File: config.mk
export PLATFORM = sky130hd
export DESIGN_NAME = chop_guard
export DESIGN_NICKNAME = d
export VERILOG_FILES = /design/src/rtl/chop_pkg.sv /design/src/rtl/oc_qual.sv /design/src/rtl/chop_fsm.sv /design/src/rtl/chop_guard.sv
export SDC_FILE = /design/constraint.sdc
export NUM_CORES = 1
export LEC_CHECK = 0
export BUFFER_PORTS_ARGS = -buffer_cell sky130_fd_sc_hd__buf_2
export CAP_MARGIN = 20
export CORE_MARGIN = 3
export CORE_UTILIZATION = 47
export CTS_CLUSTER_DIAMETER = 200
export DETAILED_ROUTE_END_ITERATION = 8
export PLACE_DENSITY = 0.64
export SETUP_SLACK_MARGIN = 0.5
export SLEW_MARGIN = 15
export SYNTH_ARGS = -nofsm -noshare
export SYNTH_HDL_FRONTEND = slang
export SYNTH_SLANG_ARGS = --single-unit
File: constraint.sdc
create_clock -name clk -period 2.2 [get_ports clk]
set_clock_uncertainty 0.05 [all_clocks]
set_input_delay 0.11 -clock clk [delete_from_list [all_inputs] [get_ports clk]]
set_output_delay 0.11 -clock clk [all_outputs]
set_load 0.02 [all_outputs]
File: src/rtl/chop_pkg.sv
package chop_pkg;
    typedef enum logic [1:0] {
        CH_IDLE    = 2'd0,
        CH_CONDUCT = 2'd1,
        CH_OFFWAIT = 2'd2,
        CH_ONWIN   = 2'd3
    } chan_state_t;
endpackage

File: src/rtl/oc_qual.sv
module oc_qual #(
    parameter int QUAL = 4
) (
    input  logic clk,
    input  logic rst,
    input  logic oc_raw,
    output logic fault
);
    localparam int CW = $clog2(QUAL + 1);

    logic          sync1;
    logic          sync2;
    logic [CW-1:0] run_cnt;

    always_ff @(posedge clk) begin
        if (rst) begin
            sync1   <= 1'b0;
            sync2   <= 1'b0;
            run_cnt <= '0;
        end else begin
            sync1 <= oc_raw;
            sync2 <= sync1;
            if (!sync2)
                run_cnt <= '0;
            else if (run_cnt != CW'(QUAL))
                run_cnt <= run_cnt + 1'b1;
        end
    end

    assign fault = (run_cnt == CW'(QUAL));

    // a fault can only appear after the synchronised flag was high
    p_fault_needs_flag_r4: assert property (@(posedge clk) disable iff (rst)
        $rose(fault) |-> $past(sync2));
    // a low synchronised flag clears the qualified fault
    p_flag_low_clears_r4: assert property (@(posedge clk) disable iff (rst)
        !sync2 |=> !fault);
endmodule

File: src/rtl/chop_fsm.sv
module chop_fsm
    import chop_pkg::*;
#(
    parameter int ON_CYC  = 2000,
    parameter int OFF_CYC = 125000
) (
    input  logic clk,
    input  logic rst,
    input  logic req,
    input  logic fault,
    output logic gate_en,
    output logic chopping
);
    localparam int MAXC = (OFF_CYC > ON_CYC) ? OFF_CYC : ON_CYC;
    localparam int TW   = $clog2(MAXC + 1);

    chan_state_t   state, state_n;
    logic [TW-1:0] tmr, tmr_n;
    logic          off_last, on_last;

    assign off_last = (tmr == TW'(OFF_CYC - 1));
    assign on_last  = (tmr == TW'(ON_CYC - 1));

    always_comb begin
        state_n = state;
        tmr_n   = tmr;
        unique case (state)
            CH_IDLE: begin
                state_n = CH_CONDUCT;
                tmr_n   = '0;
            end
            CH_CONDUCT: begin
                if (fault) begin
                    state_n = CH_OFFWAIT;
                    tmr_n   = '0;
                end
            end
            CH_OFFWAIT: begin
                if (off_last) begin
                    state_n = CH_ONWIN;
                    tmr_n   = '0;
                end else begin
                    tmr_n = tmr + 1'b1;
                end
            end
            CH_ONWIN: begin
                if (on_last) begin
                    state_n = fault ? CH_OFFWAIT : CH_CONDUCT;
                    tmr_n   = '0;
                end else begin
                    tmr_n = tmr + 1'b1;
                end
            end
        endcase
        if (!req) begin
            state_n = CH_IDLE;
            tmr_n   = '0;
        end
    end

    always_ff @(posedge clk) begin
        if (rst) begin
            state <= CH_IDLE;
            tmr   <= '0;
        end else begin
            state <= state_n;
            tmr   <= tmr_n;
        end
    end

    always_comb begin
        gate_en  = 1'b0;
        chopping = 1'b0;
        unique case (state)
            CH_IDLE:    begin gate_en = 1'b0; chopping = 1'b0; end
            CH_CONDUCT: begin gate_en = 1'b1; chopping = 1'b0; end
            CH_OFFWAIT: begin gate_en = 1'b0; chopping = 1'b1; end
            CH_ONWIN:   begin gate_en = 1'b1; chopping = 1'b1; end
        endcase
    end

    p_unreq_off_r2: assert property (@(posedge clk) disable iff (rst)
        !req |=> (!gate_en && !chopping));
    p_idle_starts_r3: assert property (@(posedge clk) disable iff (rst)
        (req && state == CH_IDLE) |=> (gate_en && !chopping));
    p_fault_cuts_r5: assert property (@(posedge clk) disable iff (rst)
        (req && state == CH_CONDUCT && fault) |=> (!gate_en && chopping));
    p_off_holds_r5: assert property (@(posedge clk) disable iff (rst)
        (req && state == CH_OFFWAIT && !off_last) |=> (state == CH_OFFWAIT));
    p_win_holds_r6: assert property (@(posedge clk) disable iff (rst)
        (req && state == CH_ONWIN && !on_last) |=> (state == CH_ONWIN));
    p_retry_r7: assert property (@(posedge clk) disable iff (rst)
        (req && state == CH_ONWIN && on_last && fault) |=> (!gate_en && chopping));
    p_recover_r8: assert property (@(posedge clk) disable iff (rst)
        (req && state == CH_ONWIN && on_last && !fault) |=> (gate_en && !chopping));
endmodule

File: src/rtl/chop_guard.sv
module chop_guard #(
    parameter int NCH     = 8,
    parameter int ON_CYC  = 2000,
    parameter int OFF_CYC = 125000,
    parameter int QUAL    = 4
) (
    input  logic           clk,
    input  logic           rst,
    input  logic [NCH-1:0] req,
    input  logic [NCH-1:0] oc_raw,
    output logic [NCH-1:0] gate_en,
    output logic [NCH-1:0] chopping
);
    logic [NCH-1:0] fault;

    for (genvar ch = 0; ch < NCH; ch++) begin : g_ch
        oc_qual #(.QUAL(QUAL)) u_qual (
            .clk    (clk),
            .rst    (rst),
            .oc_raw (oc_raw[ch]),
            .fault  (fault[ch])
        );
        chop_fsm #(.ON_CYC(ON_CYC), .OFF_CYC(OFF_CYC)) u_fsm (
            .clk      (clk),
            .rst      (rst),
            .req      (req[ch]),
            .fault    (fault[ch]),
            .gate_en  (gate_en[ch]),
            .chopping (chopping[ch])
        );
    end

    p_reset_quiet_r1: assert property (@(posedge clk)
        rst |=> (gate_en == '0 && chopping == '0));
endmodule

After elaboration in Yosys (flattened, before gate mapping)
Cells that the tools add are included.
Word-level totals
  register bits after elaboration: 192
  output and inout bits: 16
  logic and storage cells: 304
Cells by class
  add/sub/neg operators: 16
  eq/ne operators: 80
  muxes and demuxes: 88
  bitwise operators: 16
  reduce and logical (&&, ||, !) cells: 64
Operators with widths (count)
  17-bit case mux with 4 select lines: 8
  17-bit 2-to-1 mux: 24
  17-bit by 1-bit adder with 17-bit output, second input constant: 8
  17-bit by 11-bit == test with 1-bit output, second input constant: 8
  17-bit == test, second input constant: 8
  2-bit OR reduction: 48
  2-bit 2-to-1 mux: 32
  2-bit case mux with 4 select lines: 8
  2-bit by 1-bit inequality test with 1-bit output, second input constant: 24
  2-bit == test, second input constant: 16
  1-bit case mux with 2 select lines: 16
  3-bit by 1-bit adder with 3-bit output, second input constant: 8
  3-bit == test, second input constant: 8
  3-bit inequality test, second input constant: 8
  3-bit AND reduction: 8
  2-bit by 1-bit == test with 1-bit output, second input constant: 8
  2-bit logical NOT: 8
  1-bit inverter: 16

Depth between registers and ports, before layout
Gate-level depths: netlist (run 1).
  depth in word-level cells: 4
  mapped depth: 8

Cells and area by module
Synthesis (run 1) repeated with hierarchy kept, for this count alone.
Unflattened totals
  cell total of the unflattened synthesis: 1375
  area total of the unflattened synthesis: 11203.2 sq um
Modules (own cells, without submodules)
  chop_fsm at g_ch[0].u_fsm ...: times used 7, cells each 150, area each 1172.4 sq um
  oc_qual: times used 8, cells each 22, area each 220.2 sq um
  chop_fsm at g_ch[3].u_fsm: times used 1, cells each 149, area each 1234.9 sq um

Worst setup path after synthesis (run 1)
No wires, ideal clock.
  path kind: reg-to-reg
  from: register g_ch[5].u_fsm.tmr[0]
  to: register g_ch[5].u_fsm.tmr[10]
  library setup time: 0.143 ns
  arrival: 1.705 ns
  required time: 2.007 ns
  path slack: 0.302 ns
  stages on the path, launching flop included: 8
  path buffers: 1
  cells stage by stage: dfxtp_1 ha_1 and3_1 nand4b_1 o211a_1 clkbuf_1 o21ai_1 o311ai_0
On the way
  word-level cells in the longest chain between the ends: 3
Ends and longest elaborated chain
  start, declared: RTL line chop_fsm.sv:18  | logic [TW-1:0] tmr, tmr_n;
  start signal, assigned: RTL line chop_fsm.sv:67  | tmr <= tmr_n;
  17-bit by 1-bit adder with 17-bit output, or another cell as far along: RTL line chop_fsm.sv:43, chop_fsm.sv:51
  17-bit 2-to-1 mux, on equally long branches: RTL line chop_fsm.sv:47, chop_fsm.sv:39
  17-bit case mux with 4 select lines *: RTL line chop_fsm.sv:27  | unique case (state)
Every way passes the cells marked *; elsewhere a longest branch is shown, timed or not.
A chain may end at the register's enable or synchronous reset.

Worst setup path after layout (run 1)
  from: register g_ch[3].u_fsm.tmr[13]
  to: register g_ch[3].u_fsm.tmr[14]
On the way
  word-level cells in the longest chain between the ends: 3
Ends and longest elaborated chain (RTL line)
  start, declared: chop_fsm.sv:18
  start signal, assigned: chop_fsm.sv:67
  17-bit by 1-bit adder with 17-bit output, or another cell as far along: chop_fsm.sv:43, chop_fsm.sv:51
  17-bit 2-to-1 mux, on equally long branches: chop_fsm.sv:47, chop_fsm.sv:39
  17-bit case mux with 4 select lines *: chop_fsm.sv:27
Marks and branches as above.

==> run summary, run 1 <==
status - completed
Synth Area in XOR/XNOR - 1.46%
gr ovfl total - 0
Req. time, crit path - 2.46 ns
CTS Buf Count - 17
row count - 54
Post-Syn Area - 10,800 um^2
YS warnings - 0
Rel. slew slack - 33.2%
max-slew violations - 0
vias in the first global route - 9,958
initial antenna violation count - 0
Residual DRC - 0
CTS Root Buffer Type - clkbuf_16
Synth async-reset ratio - 0%
Die H - 158 um
maximum vdd drop - 547 uV
dpl cell area - 11,600 um^2
hold worst-path end - g_ch[0].u_fsm.state[1]
nets - 1,571
delay-heaviest family, CP - simple AND/OR/NAND/NOR gates
Vias/cell - 5.99
Gate Count Post-Synth - 1,417
R2R cell count - 6
Finished Cell Area - 14,800 um^2
Hold Crit Start - req[0]
unrepaired setup endpoints after global routing - true
Worst Hold Path Cells - 3
clock-pin slew on the worst setup and hold paths - 0.07 ns
Post-synth EDFFs - 0
maximum buffer depth of the clock tree - 2
Final setup viols - 0
Synth area leader - dfxtp_1
#FFs+latches synth - 192
worst reg2reg startpoint - g_ch[3].u_fsm.tmr[13]
Worst EP arrival - 2.18 ns
Syn Area/Cell - 7.64 um^2
CP Class - reg2reg
CTS tree - yes
post-route setup slack - 0.272 ns
largest family of logic cells by synthesized area - simple AND/OR/NAND/NOR gates
CTS Sinks - 192
post-route minimum period - 1.93 ns
Initial Util - 48.7%
worst slew pin tran - 1.00 ns
Reg2Reg Setup Slack - 0.27 ns
area fraction of the dominant cell type after synthesis - 35.5%
worst path bufs/invs - 1
clock latency on the worst-skew pair - 0.43 ns
Static Leakage - 5.37 nW
CP cell instances - or4_4, nor4_4, a21oi_4, buf_6, o22ai_4, a21oi_2
largest net degree at the start of global routing - 21
CTS H-Tree Depth - 4
Antenna Cells - 0
Compound-Gate Fraction of Synth Area - 19.1%
Reg2Reg Capture Point - g_ch[3].u_fsm.tmr[14]
Die W - 158 um
HPWL Detailed - 17,200 um
Port-buffer cells - 33
layout cells sized above 1 - 34.1%
Place WS - 0.125 ns
fmax - 0.519 GHz
crit path capture type - flip-flop
Main synth FF type - dfxtp_1
Ports - 34
synth top area cells - dfxtp_1, nand2_1, o221ai_1
Post-Synth Adder-Cell Area - 2.78%
drt total wl - 29,900 um
core region area - 22,200 um^2
Die Footprint - 24,900 um^2
Vias - 10,900
initial drt markers - 652
CP max FO - 7
max capacitance violation total - 0
setup TNS after final layout - 0 ns
Largest stage delay, worst path - 0.54 ns
mux share of post-synthesis cell area - 0%
Fin. Hold Viols - 0
Routability Congestion - 0.850
Routed Antenna Nets - 0
gr usage total - 22.1%
Area Overhead vs Synth - 36.4%
sequential share of the synthesized area - 35.5%
Yosys cell types - 62
Slowest cell on crit path - or4_4
Mapped Nets - 1,459
Tcrit/Tclk final - 87.6%
first-pass GRT wire length - 46,800 um
Wirelength per Cell - 16.4 um
drt first pass iters - 5
startpoint types - flip-flop
simple-gate share of the synthesized area - 35.5%
worst min-delay path class - in2reg
power per cell area - 457 nW/um^2
[sequential cells by signal, indices dropped and copies added, names as in the netlist]
name / cells
g_ch.u_fsm.tmr: 136
g_ch.u_qual.run_cnt: 24
g_ch.u_fsm.state: 16
g_ch.u_qual.sync1: 8
g_ch.u_qual.sync2: 8
[kinds of logic (layout without fill, tap and decap cells)]
logic type               Yosys count  after routing
XOR/XNOR                          18             18
flip-flops                       192            192
AND/OR/NAND/NOR                  749            749
buffers and inverters            138            257
adder cells (fa/ha/maj)           24             24
AO/OA/AOI/OAI                    296            300
[synthesized netlist by cell type (16+ instances only)]
cell type and number:
nand2_1 242, dfxtp_1 192, nor2_1 100, clkbuf_1 71
nand3_1 70, o221ai_1 54, nor3_1 52, a21oi_1 51
nor2b_1 50, and2_1 48, o21ai_0 47, inv_1 35
nand4_1 33, o211ai_1 33, nand2b_1 29, nor4_1 26
ha_1 24, and3_1 23, o22ai_1 20, o2111ai_1 19
buf_4 17, o21a_1 16
[metal layers]
| layer | routed length [um] | GRT usage [%] | part of all wire [%] |
|---|---|---|---|
| met1 | 13400 | 29.6 | 45 |
| met2 | 15000 | 36.8 | 50 |
| met3 | 1070 | 4.10 | 3.6 |
| met4 | 530 | 5.99 | 1.8 |
| met5 | 0 | 0 | 0 |
[stage by stage]
step / cells / util [%] / hold WS, ns / power [mW]
after floorplan: 1417 / - / 0.188 / 3.77
after global placement: 1689 / 52.3 / 0.267 / 3.85
after detailed placement: 1689 / 52.3 / 0.275 / 3.85
after CTS: 1776 / 60.5 / 0.0232 / 6.83
after global routing: 1820 / 66.4 / 0.0314 / 6.99
final: 1820 / 66.4 / 0.0377 / 6.75
[how the worst max path moves through the flow]
stage                              start                     to  cells after the start  slack [ns]
3_3_place_gp   g_ch[6].u_qual.run_cnt[0]  g_ch[6].u_fsm.tmr[13]                      7        0.16
2_1_floorplan      g_ch[4].u_fsm.tmr[15]  g_ch[4].u_fsm.tmr[16]                      7        0.43
4_1_cts            g_ch[3].u_fsm.tmr[13]  g_ch[3].u_fsm.tmr[12]                      6        0.32
5_1_grt            g_ch[3].u_fsm.tmr[13]  g_ch[3].u_fsm.tmr[13]                      6        0.22
3_5_place_dp   g_ch[6].u_qual.run_cnt[0]  g_ch[6].u_fsm.tmr[16]                      7        0.13
6_report           g_ch[3].u_fsm.tmr[13]  g_ch[3].u_fsm.tmr[14]                      6        0.27
[report_power, final]
| part | switching (mW) | internal (mW) |
|---|---|---|
| combinational | 0.179 | 0.113 |
| sequential | 0.0268 | 3.47 |
| clock | 1.34 | 1.62 |
[cells in the final DEF (no fill, tap or decap), types with 18 or more instances in the layout]
| cell | count |
|---|---|
| a21oi_1 | 45 |
| and2_1 | 47 |
| and3_1 | 19 |
| buf_2 | 35 |
| buf_4 | 99 |
| buf_6 | 39 |
| clkbuf_16 | 19 |
| dfxtp_1 | 117 |
| dfxtp_2 | 46 |
| dfxtp_4 | 29 |
| inv_1 | 34 |
| nand2_1 | 237 |
| nand2b_1 | 28 |
| nand3_1 | 63 |
| nand4_1 | 33 |
| nor2_1 | 89 |
| nor2b_1 | 45 |
| nor3_1 | 38 |
| o2111ai_2 | 18 |
| o211ai_1 | 33 |
| o21ai_1 | 23 |
| o221ai_2 | 52 |
[worst min-delay path: stages]
cell and delay (ns):
buf_2 0.08, nand2b_1 0.16, nor2_1 0.13
[repair_timing]
action                                  in CTS  in global routing
hold endpoints to repair                     8                  0
endpoints found under the setup margin     145                151
resized for setup                          208                227
gates cloned                                14                  4
pin swaps                                  126                133
setup buffers                               35                 40
hold buffers                                 8                  0
[area by class of cell]
cell class              count  area (um^2)
clock buffers              22          464
clock inverters             8         83.8
fillers                  1758         7470
inverters                  35          131
multi-input cells        1091         8060
flip-flops and latches    192         4010
well taps                 280          350
repair buffers            192         1660
No activity file was read; power rests on OpenSTA's default activity.
==> run 2, diff against run 1 <==
Settings changed: BUFFER_PORTS_ARGS -buffer_cell sky130_fd_sc_hd__buf_2 to -buffer_cell sky130_fd_sc_hd__buf_4, HOLD_SLACK_MARGIN set to 0.03.
==> run summary, run 2 (synthesis results as in run 1) <==
status - completed
GR Util met3 - 3.36%
Tcrit/Tclk final - 88.3%
CTS Buf Count - 17
CTS H-Tree Depth - 4
Req. time, crit path - 2.45 ns
drt first pass iters - 5
Vias/cell - 6.09
Storage cell area - 4030 um^2
multi-input logic area - 8150 um^2
post-route minimum period - 1.94 ns
non-filler instance count after layout - 1,830
Largest stage delay, worst path - 0.54 ns
Port-buffer cells - 33
HPWL Detailed - 17,200 um
largest net degree at the start of global routing - 28
clock latency on the worst-skew pair - 0.43 ns
Reg2Reg Setup Slack - 0.26 ns
gr ovfl total - 0
initial antenna violation count - 0
power per cell area - 444 nW/um^2
Global Route met1 Usage - 31.3%
dpl cell area - 11,700 um^2
unrepaired setup endpoints after global routing - true
Worst EP arrival - 2.20 ns
commonest non-fill, non-tap cell in the layout - nand2_1
end point of the critical path - g_ch[3].u_fsm.tmr[9]
Fin. Hold Viols - 0
max-slew violations - 0
CP cell instances - or4_4, nor4_4, a21oi_4, buf_12, o211ai_1, a22oi_1
Ports - 34
row count - 54
first-pass GRT wire length - 49,200 um
Comb pwr share - 4.6%
nets - 1,580
Die Footprint - 24,900 um^2
Vias - 11,100
P_int - 5.10 mW
crit path from - g_ch[3].u_fsm.tmr[15]
CTS tree - yes
worst min-delay path class - in2reg
startpoint types - flip-flop
Area Overhead vs Synth - 39.1%
Antenna Cells - 0
Reg2Reg Capture Point - g_ch[3].u_fsm.tmr[9]
fmax - 0.515 GHz
maximum buffer depth of the clock tree - 2
drt total wl - 30,900 um
met2 GRT Util - 39.3%
Finished Cell Area - 15,100 um^2
sequential power share - 52.2%
worst path bufs/invs - 1
clock-pin slew on the worst setup and hold paths - 0.06 ns
CP max FO - 7
maximum vdd drop - 430 uV
worst slew pin tran - 0.740 ns
max capacitance violation total - 0
switching pwr - 1.59 mW
Routability Congestion - 0.863
largest registers - g_ch.u_fsm.tmr: 136 flops, g_ch.u_qual.run_cnt: 24 flops, g_ch.u_fsm.state: 16 flops
Static Leakage - 5.47 nW
crit path capture type - flip-flop
Final setup viols - 0
worst reg2reg startpoint - g_ch[3].u_fsm.tmr[15]
Largest register FFs - 136
CP Depth - 6
gr usage total - 23.4%
delay-heaviest family, CP - simple AND/OR/NAND/NOR gates
layout cells sized above 1 - 35.0%
Reg with most FFs - g_ch.u_fsm.tmr
core region area - 22,200 um^2
Overall Power - 6.69 mW
Die W - 158 um
most frequent cells in the layout - nand2_1, buf_4, dfxtp_1, nor2_1, nand3_1
switching part of the total power - 23.7%
Placed Cells - 1,682
Initial Util - 48.7%
setup TNS after final layout - 0 ns
# fillers - 1,707
CTS Sinks - 192
CTS Root Buffer Type - clkbuf_16
Slowest cell on crit path - or4_4
Routed Antenna Nets - 0
vias in the first global route - 10,200
Rel. slew slack - 50.6%
Residual DRC - 0
Die H - 158 um
post-route setup slack - 0.257 ns
Place WS - 0.182 ns
initial drt markers - 724
Wirelength per Cell - 16.9 um
R2R cell count - 6
CP Class - reg2reg
global route hottest layer - met2
Clock Power Share - 43.2%
## run 2: area by class of cell
class / count / share of cell area [%]
Multi-Input combinational cell: 1093 / 54.2
Sequential cell: 192 / 26.7
Timing Repair Buffer: 199 / 12.4
Clock buffer: 24 / 3.13
Tap cell: 280 / 2.33
Inverter: 35 / 0.873
Clock inverter: 7 / 0.382
## run 2: worst reg2reg max path, delay by kind of cell (launching register included)
| kind | cells | cell delay, ns |
|---|---|---|
| flops | 1 | 0.35 |
| simple gates | 2 | 0.77 |
| buf+inv | 1 | 0.17 |
| compound gates | 3 | 0.49 |
## run 2: per-stage QoR
stage,utilization [%],hold slack (ns)
2_1_floorplan,-,0.188
3_3_place_gp,52.4,0.271
3_5_place_dp,52.4,0.278
4_1_cts,63.4,0.0302
5_1_grt,67.7,0.0347
6_report,67.7,0.0382
## run 2: repair_timing
item	4_1_cts	5_1_grt
gates cloned	20	5
hold endpoints to repair	12	0
hold buffers	10	0
endpoints found under the setup margin	147	151
buffers inserted	49	33
pin swaps	155	109
gates resized for setup	292	171
## run 2: how the worst min path moves through the flow
stage,startpoint,end,slack [ns],cells after the start
6_report,rst,g_ch[2].u_qual.sync2,0.04,2
5_1_grt,rst,g_ch[2].u_qual.sync2,0.03,2
4_1_cts,rst,g_ch[3].u_qual.sync1,0.03,2
3_5_place_dp,oc_raw[6],g_ch[6].u_qual.sync1,0.28,2
3_3_place_gp,oc_raw[6],g_ch[6].u_qual.sync1,0.27,2
2_1_floorplan,oc_raw[0],g_ch[0].u_qual.sync1,0.19,1
## run 2: metal layers
layer,share of wire (%),vias to the layer above
li1,-,5415
met1,45,5310
met2,49,364
met3,4.9,54
met4,1.8,0
met5,0,-
## run 2: power by group through the flow
stage               Sequential (mW)  Clock [mW]  Combinational, mW
floorplan                      3.60           0              0.168
global placement               3.61           0              0.249
detailed placement             3.61           0              0.251
CTS                            3.51        2.93              0.291
global route                   3.50        3.10              0.336
finish                         3.49        2.89              0.309
